--- config.mk ---
export PLATFORM = sky130hd
export DESIGN_NAME = mclk_ratio_detect
export DESIGN_NICKNAME = d
export VERILOG_FILES = /design/src/rtl/mrd_pkg.sv /design/src/rtl/mrd_frame_sync.sv /design/src/rtl/mrd_period_meas.sv /design/src/rtl/mrd_classify.sv /design/src/rtl/mrd_strobe_gen.sv /design/src/rtl/mclk_ratio_detect.sv
export SDC_FILE = /design/constraint.sdc
export NUM_CORES = 1
export LEC_CHECK = 0
export BUFFER_PORTS_ARGS = -buffer_cell sky130_fd_sc_hd__buf_2
export CORE_MARGIN = 1
export CORE_UTILIZATION = 30
export DETAILED_ROUTE_END_ITERATION = 8
export SYNTH_ARGS = -nofsm -noshare
export SYNTH_HDL_FRONTEND = slang
export SYNTH_HIERARCHICAL = 1
export SYNTH_SLANG_ARGS = --single-unit
--- constraint.sdc ---
create_clock -name clk -period 6.4 [get_ports clk]
set_clock_uncertainty 0.15 [all_clocks]
set_input_delay 0.32 -clock clk [delete_from_list [all_inputs] [get_ports clk]]
set_output_delay 0.32 -clock clk [all_outputs]
set_load 0.02 [all_outputs]
--- src/rtl/mrd_pkg.sv ---
package mrd_pkg;
   typedef enum logic [1:0] {
      RATIO_LO   = 2'd0,
      RATIO_MID  = 2'd1,
      RATIO_HI   = 2'd2,
      RATIO_NONE = 2'd3
   } ratio_e;

   localparam int unsigned NUM_RATIOS = 3;
endpackage

--- src/rtl/mrd_frame_sync.sv ---
module mrd_frame_sync #(
   parameter int unsigned STAGES = 2
) (
   input  logic clk,
   input  logic rst_n,
   input  logic frame_i,
   output logic rise_o
);
   initial begin
      assert (STAGES >= 2) else $error("mrd_frame_sync: STAGES must be at least 2");
   end

   // chain[0..STAGES-1] synchronise, chain[STAGES] holds the previous synced value
   logic [STAGES:0] chain;

   always_ff @(posedge clk or negedge rst_n) begin
      if (!rst_n) chain <= '0;
      else        chain <= {chain[STAGES-1:0], frame_i};
   end

   assign rise_o = chain[STAGES-1] & ~chain[STAGES];


   edge_single_chk: assert property (@(posedge clk) disable iff (!rst_n)
      rise_o |=> !rise_o);
endmodule

--- src/rtl/mrd_period_meas.sv ---
module mrd_period_meas #(
   parameter int unsigned CNT_W = 11
) (
   input  logic             clk,
   input  logic             rst_n,
   input  logic             rise_i,
   output logic             meas_vld_o,
   output logic [CNT_W-1:0] meas_cnt_o
);
   localparam logic [CNT_W-1:0] CNT_MAX = '1;
   localparam logic [CNT_W-1:0] CNT_ONE = CNT_W'(1);

   logic [CNT_W-1:0] cnt_q;
   logic             armed_q;

   always_ff @(posedge clk or negedge rst_n) begin
      if (!rst_n) begin
         cnt_q   <= '0;
         armed_q <= 1'b0;
      end else if (rise_i) begin
         cnt_q   <= CNT_ONE;
         armed_q <= 1'b1;
      end else if (cnt_q != CNT_MAX) begin
         cnt_q   <= cnt_q + CNT_ONE;
      end
   end

   assign meas_vld_o = rise_i & armed_q;
   assign meas_cnt_o = cnt_q;


   restart_chk: assert property (@(posedge clk) disable iff (!rst_n)
      rise_i |=> (cnt_q == CNT_ONE) && armed_q);
endmodule

--- src/rtl/mrd_classify.sv ---
module mrd_classify
   import mrd_pkg::*;
#(
   parameter int unsigned CNT_W = 11,
   parameter int unsigned R_LO  = 256,
   parameter int unsigned R_MID = 384,
   parameter int unsigned R_HI  = 512,
   parameter int unsigned TOL   = 2
) (
   input  logic [CNT_W-1:0] count_i,
   output logic             valid_o,
   output ratio_e           code_o
);
   localparam int unsigned RTAB [NUM_RATIOS] = '{R_LO, R_MID, R_HI};

   logic [NUM_RATIOS-1:0] hit;

   for (genvar gi = 0; gi < NUM_RATIOS; gi++) begin : g_win
      localparam logic [CNT_W-1:0] WIN_LO = CNT_W'(RTAB[gi] - TOL);
      localparam logic [CNT_W-1:0] WIN_HI = CNT_W'(RTAB[gi] + TOL);
      assign hit[gi] = (count_i >= WIN_LO) && (count_i <= WIN_HI);
   end

   always_comb begin
      valid_o = |hit;
      if (hit[0])      code_o = RATIO_LO;
      else if (hit[1]) code_o = RATIO_MID;
      else if (hit[2]) code_o = RATIO_HI;
      else             code_o = RATIO_NONE;
   end
endmodule

--- src/rtl/mrd_strobe_gen.sv ---
module mrd_strobe_gen
   import mrd_pkg::*;
#(
   parameter int unsigned R_LO  = 256,
   parameter int unsigned R_MID = 384,
   parameter int unsigned R_HI  = 512,
   parameter int unsigned BPF   = 64
) (
   input  logic   clk,
   input  logic   rst_n,
   input  logic   start_i,
   input  logic   run_i,
   input  ratio_e code_i,
   output logic   fs_stb_o,
   output logic   bit_stb_o
);
   localparam int unsigned PH_W = $clog2(R_HI);

   logic [PH_W-1:0] ph_q, bc_q, ph_last, bc_last;
   logic            ph_wrap;

   always_comb begin
      case (code_i)
         RATIO_MID: begin ph_last = PH_W'(R_MID - 1); bc_last = PH_W'(R_MID / BPF - 1); end
         RATIO_HI:  begin ph_last = PH_W'(R_HI - 1);  bc_last = PH_W'(R_HI / BPF - 1);  end
         default:   begin ph_last = PH_W'(R_LO - 1);  bc_last = PH_W'(R_LO / BPF - 1);  end
      endcase
   end

   assign ph_wrap = (ph_q == ph_last);

   // phase 0 corresponds to the cycle of the synchronised frame rise
   always_ff @(posedge clk or negedge rst_n) begin
      if (!rst_n) begin
         ph_q <= '0;
         bc_q <= '0;
      end else if (start_i) begin
         ph_q <= PH_W'(1);
         bc_q <= PH_W'(1);
      end else if (run_i) begin
         ph_q <= ph_wrap ? '0 : ph_q + PH_W'(1);
         bc_q <= (ph_wrap || bc_q == bc_last) ? '0 : bc_q + PH_W'(1);
      end
   end

   assign fs_stb_o  = run_i && (ph_q == '0);
   assign bit_stb_o = run_i && (bc_q == '0);


   bit_on_frame_chk: assert property (@(posedge clk) disable iff (!rst_n)
      fs_stb_o |-> bit_stb_o);


   quiet_unlocked_chk: assert property (@(posedge clk) disable iff (!rst_n)
      !run_i |-> !fs_stb_o && !bit_stb_o);


   fs_single_chk: assert property (@(posedge clk) disable iff (!rst_n)
      fs_stb_o |=> !fs_stb_o);
endmodule

--- src/rtl/mclk_ratio_detect.sv ---
module mclk_ratio_detect
   import mrd_pkg::*;
#(
   parameter int unsigned R_LO        = 256,
   parameter int unsigned R_MID       = 384,
   parameter int unsigned R_HI        = 512,
   parameter int unsigned TOL         = 2,
   parameter int unsigned BPF         = 64,
   parameter int unsigned SYNC_STAGES = 2
) (
   input  logic       clk,
   input  logic       rst_n,
   input  logic       frame_clk,
   output logic [1:0] ratio_code,
   output logic       locked,
   output logic       ratio_err,
   output logic       fs_stb,
   output logic       bit_stb
);
   localparam int unsigned CNT_W = $clog2(R_HI + TOL + 1) + 1;

   initial begin
      assert (R_LO + 2 * TOL < R_MID && R_MID + 2 * TOL < R_HI)
         else $error("mclk_ratio_detect: ratio windows overlap or are unordered");
      assert (TOL < R_LO) else $error("mclk_ratio_detect: TOL too large");
      assert (R_LO % BPF == 0 && R_MID % BPF == 0 && R_HI % BPF == 0)
         else $error("mclk_ratio_detect: ratios must be multiples of BPF");
      assert (R_LO / BPF >= 2) else $error("mclk_ratio_detect: bit divider below 2");
   end

   logic             rise;
   logic             meas_vld;
   logic [CNT_W-1:0] meas_cnt;
   logic             cls_valid;
   ratio_e           cls_code;
   logic             lock_set;

   ratio_e ratio_q, cand_q;
   logic   have_cand_q, locked_q, err_q;

   mrd_frame_sync #(.STAGES(SYNC_STAGES)) u_sync (
      .clk(clk), .rst_n(rst_n), .frame_i(frame_clk), .rise_o(rise));

   mrd_period_meas #(.CNT_W(CNT_W)) u_meas (
      .clk(clk), .rst_n(rst_n), .rise_i(rise),
      .meas_vld_o(meas_vld), .meas_cnt_o(meas_cnt));

   mrd_classify #(.CNT_W(CNT_W), .R_LO(R_LO), .R_MID(R_MID), .R_HI(R_HI), .TOL(TOL)) u_cls (
      .count_i(meas_cnt), .valid_o(cls_valid), .code_o(cls_code));

   assign lock_set = meas_vld && !locked_q && cls_valid && have_cand_q && (cand_q == cls_code);

   always_ff @(posedge clk or negedge rst_n) begin
      if (!rst_n) begin
         ratio_q     <= RATIO_LO;
         cand_q      <= RATIO_LO;
         have_cand_q <= 1'b0;
         locked_q    <= 1'b0;
         err_q       <= 1'b0;
      end else if (meas_vld && !locked_q) begin
         if (!cls_valid) begin
            err_q       <= 1'b1;
            have_cand_q <= 1'b0;
         end else begin
            err_q       <= 1'b0;
            have_cand_q <= 1'b1;
            cand_q      <= cls_code;
            if (lock_set) begin
               locked_q <= 1'b1;
               ratio_q  <= cls_code;
            end
         end
      end
   end

   mrd_strobe_gen #(.R_LO(R_LO), .R_MID(R_MID), .R_HI(R_HI), .BPF(BPF)) u_stb (
      .clk(clk), .rst_n(rst_n), .start_i(lock_set), .run_i(locked_q),
      .code_i(ratio_q), .fs_stb_o(fs_stb), .bit_stb_o(bit_stb));

   assign ratio_code = ratio_q;
   assign locked     = locked_q;
   assign ratio_err  = err_q;


   lock_err_excl_chk: assert property (@(posedge clk) disable iff (!rst_n)
      locked_q |-> !err_q);


   freeze_chk: assert property (@(posedge clk) disable iff (!rst_n)
      $past(locked_q) |-> locked_q && $stable(ratio_q));


   code_legal_chk: assert property (@(posedge clk) disable iff (!rst_n)
      locked_q |-> ratio_q != RATIO_NONE);


   lock_on_meas_chk: assert property (@(posedge clk) disable iff (!rst_n)
      $rose(locked_q) |-> $past(meas_vld));
endmodule

# After elaboration in Yosys (flattened, before gate mapping)

Cells that the tools add are included.

Reduce and logical (&&, ||, !) cells: 18
$add $sub $neg: 3
Mux-type cells: 15
Equal/unequal tests: 6
Order comparisons: 6
Bitwise gates (word level): 3

Operators with widths:

| cell                                                                                 | number |
|---|---|
| 9-bit two-way mux                                                                    | 6 |
| 11-bit by 9-bit greater-or-equal comparator with 1-bit output, second input constant | 2 |
| 11-bit by 9-bit less-or-equal comparator with 1-bit output, second input constant    | 2 |
| 11-bit two-way mux                                                                   | 2 |
| 9-bit by 1-bit adder with 9-bit output, second input constant                        | 2 |
| 9-bit logical NOT                                                                    | 2 |
| 9-bit one-hot mux with 2 select lines                                                | 1 |
| 11-bit by 1-bit adder with 11-bit output, second input constant                      | 1 |
| 11-bit by 8-bit greater-or-equal comparator with 1-bit output, second input constant | 1 |
| 11-bit by 10-bit less-or-equal comparator with 1-bit output, second input constant   | 1 |
| 11-bit inequality test, second input constant                                        | 1 |
| 9-bit by 3-bit equality test with 1-bit output                                       | 1 |
| 9-bit equality test                                                                  | 1 |
| 1-bit logical AND                                                                    | 9 |
| 3-bit one-hot mux with 2 select lines                                                | 1 |
| 2-bit two-way mux                                                                    | 2 |
| 2-bit nonzero test                                                                   | 2 |
| 1-bit two-way mux                                                                    | 3 |
| 3-bit AND reduction                                                                  | 1 |
| 3-bit OR reduction                                                                   | 1 |
| 1-bit AND                                                                            | 2 |
| 2-bit by 1-bit equality test with 1-bit output, second input constant                | 1 |
| 2-bit equality test                                                                  | 1 |
| 2-bit equality test, second input constant                                           | 1 |
| other kinds (4)                                                                      | 4 |

Register bits: 40
Input bits: 3

# Logic depth before layout (Yosys ltp)

Depth in word-level cells: 8
Depth in mapped cells: 10
Gate-level depth less buffers: 10

# Modules after synthesis

Netlist, hierarchy kept.

Modules (own cells, without submodules):

| module            | area each (sq um) | cells an instance | instances |
|---|---|---|---|
| mrd_strobe_gen    | 1,168.6           | 136               | 1 |
| mrd_period_meas   | 643.1             | 63                | 1 |
| mclk_ratio_detect | 321.6             | 26                | 1 |
| mrd_classify      | 125.1             | 18                | 1 |
| mrd_frame_sync    | 88.8              | 4                 | 1 |

# Worst setup path after synthesis

Ideal clock, no wire load.

Path kind: register -> register
From: register u_meas.cnt_q[5] (netlist: u_meas/meas_cnt_o[5])
To: register u_stb.ph_q[7]
Required time: 6.128 ns
Slack: 3.655 ns
Clock period less this slack: 2.745 ns
Cell stages (with the launch flop): 9
Arrival time: 2.473 ns
Cell sequence: dfrtp_1 -> nand4_1 -> or4_1 -> a31oi_1 -> nand4b_4 -> nor3_2 -> clkbuf_1 -> nor2_1 -> a32o_1

RTL lines:

| item                                                                                  | RTL line                | source |
|---|---|---|
| start: declaration                                                                    | mrd_period_meas.sv:13   | `logic [CNT_W-1:0] cnt_q;` |
| start signal: assignment                                                              | mrd_period_meas.sv:24   | `cnt_q <= cnt_q + CNT_ONE;` |
| 11-bit by 8-bit greater-or-equal comparator with 1-bit output (tied with other cells) | mrd_classify.sv:21      | `assign hit[gi] = (count_i >= WIN_LO) && (count_i <= WIN_HI);` |
| 1-bit logical AND                                                                     | mrd_classify.sv:21      |  |
| 3-bit OR reduction (*)                                                                | mrd_classify.sv:25      | `valid_o = \|hit;` |
| net cls_valid                                                                         | mclk_ratio_detect.sv:34 | `logic cls_valid;` |
| 1-bit logical AND (*) (3 in a row)                                                    | mclk_ratio_detect.sv:51 | `assign lock_set = meas_vld && !locked_q && cls_valid && have_cand_q && (cand_q == cls_code);` |
| net lock_set                                                                          | mclk_ratio_detect.sv:36 | `logic lock_set;` |
| 9-bit two-way mux or 2-bit nonzero test (tied branches)                               | --                      |  |
| end signal: assignment                                                                | mrd_strobe_gen.sv:41    | `ph_q <= ph_wrap ? '0 : ph_q + PH_W'(1);` |
| end: declaration                                                                      | mrd_strobe_gen.sv:19    | `logic [PH_W-1:0] ph_q, bc_q, ph_last, bc_last;` |

Mark *: on every way through the listed nets, which the timed path passes. The rest lies on a longest branch.
A chain may end at the register's enable or synchronous reset.

# Worst setup path in the final report

From: register u_meas.cnt_q[5] (netlist: u_meas/meas_cnt_o[5])
To: register u_stb.bc_q[6]

RTL lines:

| item                                                                                  | RTL line                | source |
|---|---|---|
| 11-bit by 8-bit greater-or-equal comparator with 1-bit output (tied with other cells) | mrd_classify.sv:21      |  |
| 1-bit logical AND                                                                     | mrd_classify.sv:21      |  |
| 3-bit OR reduction (*)                                                                | mrd_classify.sv:25      |  |
| net cls_valid                                                                         | mclk_ratio_detect.sv:34 |  |
| 1-bit logical AND (*) (3 in a row)                                                    | mclk_ratio_detect.sv:51 |  |
| net lock_set                                                                          | mclk_ratio_detect.sv:36 |  |
| 9-bit two-way mux or 2-bit nonzero test (tied branches)                               | --                      |  |
| end signal: assignment                                                                | mrd_strobe_gen.sv:42    | `bc_q <= (ph_wrap \|\| bc_q == bc_last) ? '0 : bc_q + PH_W'(1);` |
| end: declaration                                                                      | mrd_strobe_gen.sv:19    |  |

Marks and branches as above.

==> metrics.md <==
| Metric | Value |
|---|---|
| RSZ-0062 raised after global routing | no |
| Async SR Flop Fraction | 100% |
| Post-Synthesis Cells | 247 |
| Core box area | 7410 um^2 |
| Power Density | 211 nW/um^2 |
| Slowest stage delay, CP | 0.75 ns |
| Synthesized flop and latch total | 40 |
| Effective utilization at floorplan | 31.7% |
| Cell with the most instances after synthesis | dfrtp_1 |
| VDD IR-drop max | 0.0000771 V |
| Nets in the synthesized netlist | 256 |
| Detailed Route Iter0 Violations | 119 |
| Synth Area per Inst | 9.50 um^2 |
| Chip height | 90.5 um |
| # H-tree levels | 2 |
| CTS Buffer Depth | 2 |
| Clk root buf | clkbuf_8 |
| Seq/Total Area, Yosys | 42.6% |
| GRT overflow | 0 |
| CP arrival | 3.44 ns |
| Slew Viols, Final | 0 |
| Top area cells in the synthesized netlist | dfrtp_1, nand3_1, nand2_1 |
| Clock Latency Late Sink | 0.29 ns |
| Cell Area, Synth | 2350 um^2 |
| Routability cong. | 0.797 |
| # setup viols final | 0 |
| CP delay by family, top | simple AND/OR/NAND/NOR gates |
| Final net count | 264 |
| GRT busiest layer | met2 |
| Ports | 9 |
| Layout cells sized above 1 | 10.2% |
| Pre-antenna DRT Iters | 4 |
| CP max-delay cell | nor3_2 |
| Met3 GRT Util | 2.02% |
| Post-synth top area share | 42.6% |
| Die Span X | 90.5 um |
| EDFF count, synth | 0 |
| Unique masters post-synth | 54 |
| Antenna viol nets, final | 0 |
| Post-detail-place hpwl | 3190 um |
| DR WL/cell | 13.2 um |
| Most frequent CP cell | a31oi_1 |
| Status | complete, no violations |
| Antenna violations before repair | 0 |
| Via Count | 1885 |
| Total Wirelength | 4680 um |
| Crit path required time | 6.43 ns |
| Via-per-instance ratio | 5.31 |
| Post-CTS Hold Fix Bufs | 1 |
| Post-CTS setup buffers | 0 |
| Crit end category | flip-flop |
| Area Growth Syn to Fin | 10.2% |
| Largest net degree at the start of global routing | 41 |
| Diodes inserted | 0 |
| Tightest Pin Transition | 0.919 ns |
| Final worst path period share | 53.3% |
| Row count | 31 |
| Port bufs | 8 |
| CTS resizes | 0 |
| Commonest cells in the netlist | dfrtp_1, nand2_1, nand3_1, nor2_1, inv_1 |
| Max Clock Freq | 293 MHz |
| CTS Sinks | 40 |
| Slew Limit Headroom | 38.4% |
| Via count of the first global-routing pass | 1721 |
| Buffers plus inverters on the worst setup path | 0 |
| Clock transition at path regs | 0.08 ns |
| Worst-path maximum fanout | 16 |
| CTS tree | yes |
| Post-synth top flop | dfrtp_1 |
| CTS buffer count | 5 |
| Hold crit path type | in -> async |
| Final core utilization | 34.9% |
| Lkg Pwr | 1.14 nW |
| Grt met2 use | 18.7% |
| Critical Path Start Type | flip-flop |
| Tmin final | 3.41 ns |
| Non-Filler Instances | 355 |
| GRT Overall Usage | 12.2% |
| Max Cap Violations | 0 |
| First-pass GRT wire length | 8140 um |
| Placed insts | 346 |
| GR Layer Usage met1 | 17.0% |
| Setup TNS | 0 ns |
| # DRC | 0 |
| Critical path cell sequence | nand4_1, or4_1, a31oi_1, nand4b_4, nor3_2, nand2b_1, a41oi_2, a41oi_1, a31oi_1 |
| Synth Warn # | 6 |
| Leading area contributor after synthesis | dfrtp_1 |
| Endpoints failing hold | 0 |
| Critical path type | reg -> reg |
| Die area | 8180 um^2 |
-- cell type report --
class | instances | area [um^2]
Fill cell | 751 | 4820
Sequential cell | 40 | 1000
Clock buffer | 6 | 72.6
Clock inverter | 2 | 35.0
Multi-Input combinational cell | 187 | 1260
Inverter | 12 | 45.0
Tap cell | 99 | 124
Timing Repair Buffer | 9 | 50.0
-- layout by cell type, fill, tap and decap left out, drive strengths merged, types with 3 or more instances in the layout --
cell and instances:
and4 3, nor2 17, nand3 19, a21oi 7
nand3b 3, a41oi 4, dfrtp 40, nor3 9
inv 12, o21ai 11, nor2b 5, buf 8
mux2 4, nand4b 3, a32o 3, nand4 7
and3 6, nand2b 5, a211oi 3, or3 3
nand2 23, clkbuf 6, a31oi 7, ha 6
xor2 10, nor4 5
-- cell families (layout without fill, tap and decap cells) --
kind of cell / count (synthesis) / count (layout) / share of synthesized area (%)
AO/OA/AOI/OAI: 50 / 50 / 15.6
XOR/XNOR: 10 / 10 / 4.37
adder cells (fa/ha/maj): 6 / 6 / 3.20
buffers and inverters: 20 / 29 / 3.68
flip-flops: 40 / 40 / 42.6
multiplexers: 6 / 6 / 2.77
AND/OR/NAND/NOR: 115 / 115 / 27.8
-- worst reg2reg max path: stages, from the launching register on --
cell	delay, ns
dfrtp_1	0.54
nand4_1	0.18
or4_1	0.46
a31oi_1	0.39
nand4b_4	0.15
nor3_2	0.75
nand2b_1	0.22
a41oi_2	0.09
a41oi_1	0.30
a31oi_1	0.06
-- registers in the layout (all words and copies together) (netlist names) --
signal,cells
u_meas/meas_cnt_o,11
u_stb/bc_q,9
u_stb/ph_q,9
u_sync/chain,3
cand_q,2
ratio_code,2
have_cand_q,1
locked,1
ratio_err,1
u_meas/armed_q,1
-- through the flow --
step                worst slack (ns)  hold WS (ns)  total power [mW]  cell area, um^2
detailed placement              2.98         0.191             0.345             2470
CTS                             2.98        0.0467             0.556             2590
floorplan                       3.66        -0.126             0.327             2350
global route                    2.65        0.0819             0.576             2590
finish                          2.99       0.00363             0.547             2590
global placement                3.10         0.184             0.344             2470
-- final timing paths --
check                                            startpoint                          endpoint  slack [ns]  cells after the start
min in group clk                  u_sync/chain[0]$_DFF_PN0_         u_sync/chain[1]$_DFF_PN0_        0.20                      0
min                                                   rst_n  u_meas/meas_cnt_o[0]$_DFFE_PN0P_       0.004                      1
max in group asynchronous                             rst_n  u_meas/meas_cnt_o[8]$_DFFE_PN0P_        5.53                      1
max reg2reg                u_meas/meas_cnt_o[5]$_DFFE_PN0P_         u_stb/bc_q[6]$_DFFE_PN0P_        2.99                      9
max                        u_meas/meas_cnt_o[5]$_DFFE_PN0P_         u_stb/bc_q[6]$_DFFE_PN0P_        2.99                      9
min reg2reg                       u_sync/chain[0]$_DFF_PN0_         u_sync/chain[1]$_DFF_PN0_        0.20                      0
-- report_power, final --
group	switching (mW)	internal, mW	leakage [nW]
Clock	0.0903	0.116	0.0552
Combinational	0.0313	0.0230	0.549
Sequential	0.0216	0.265	0.537
Total	0.143	0.404	1.14
-- routing by layer --
metal | part of all wire, % | vias up
li1 | - | 926
met5 | 0 | -
met1 | 51 | 916
met3 | 3.0 | 8
met2 | 44 | 35
met4 | 2.2 | 0
Power figures use the tool's default switching activity.
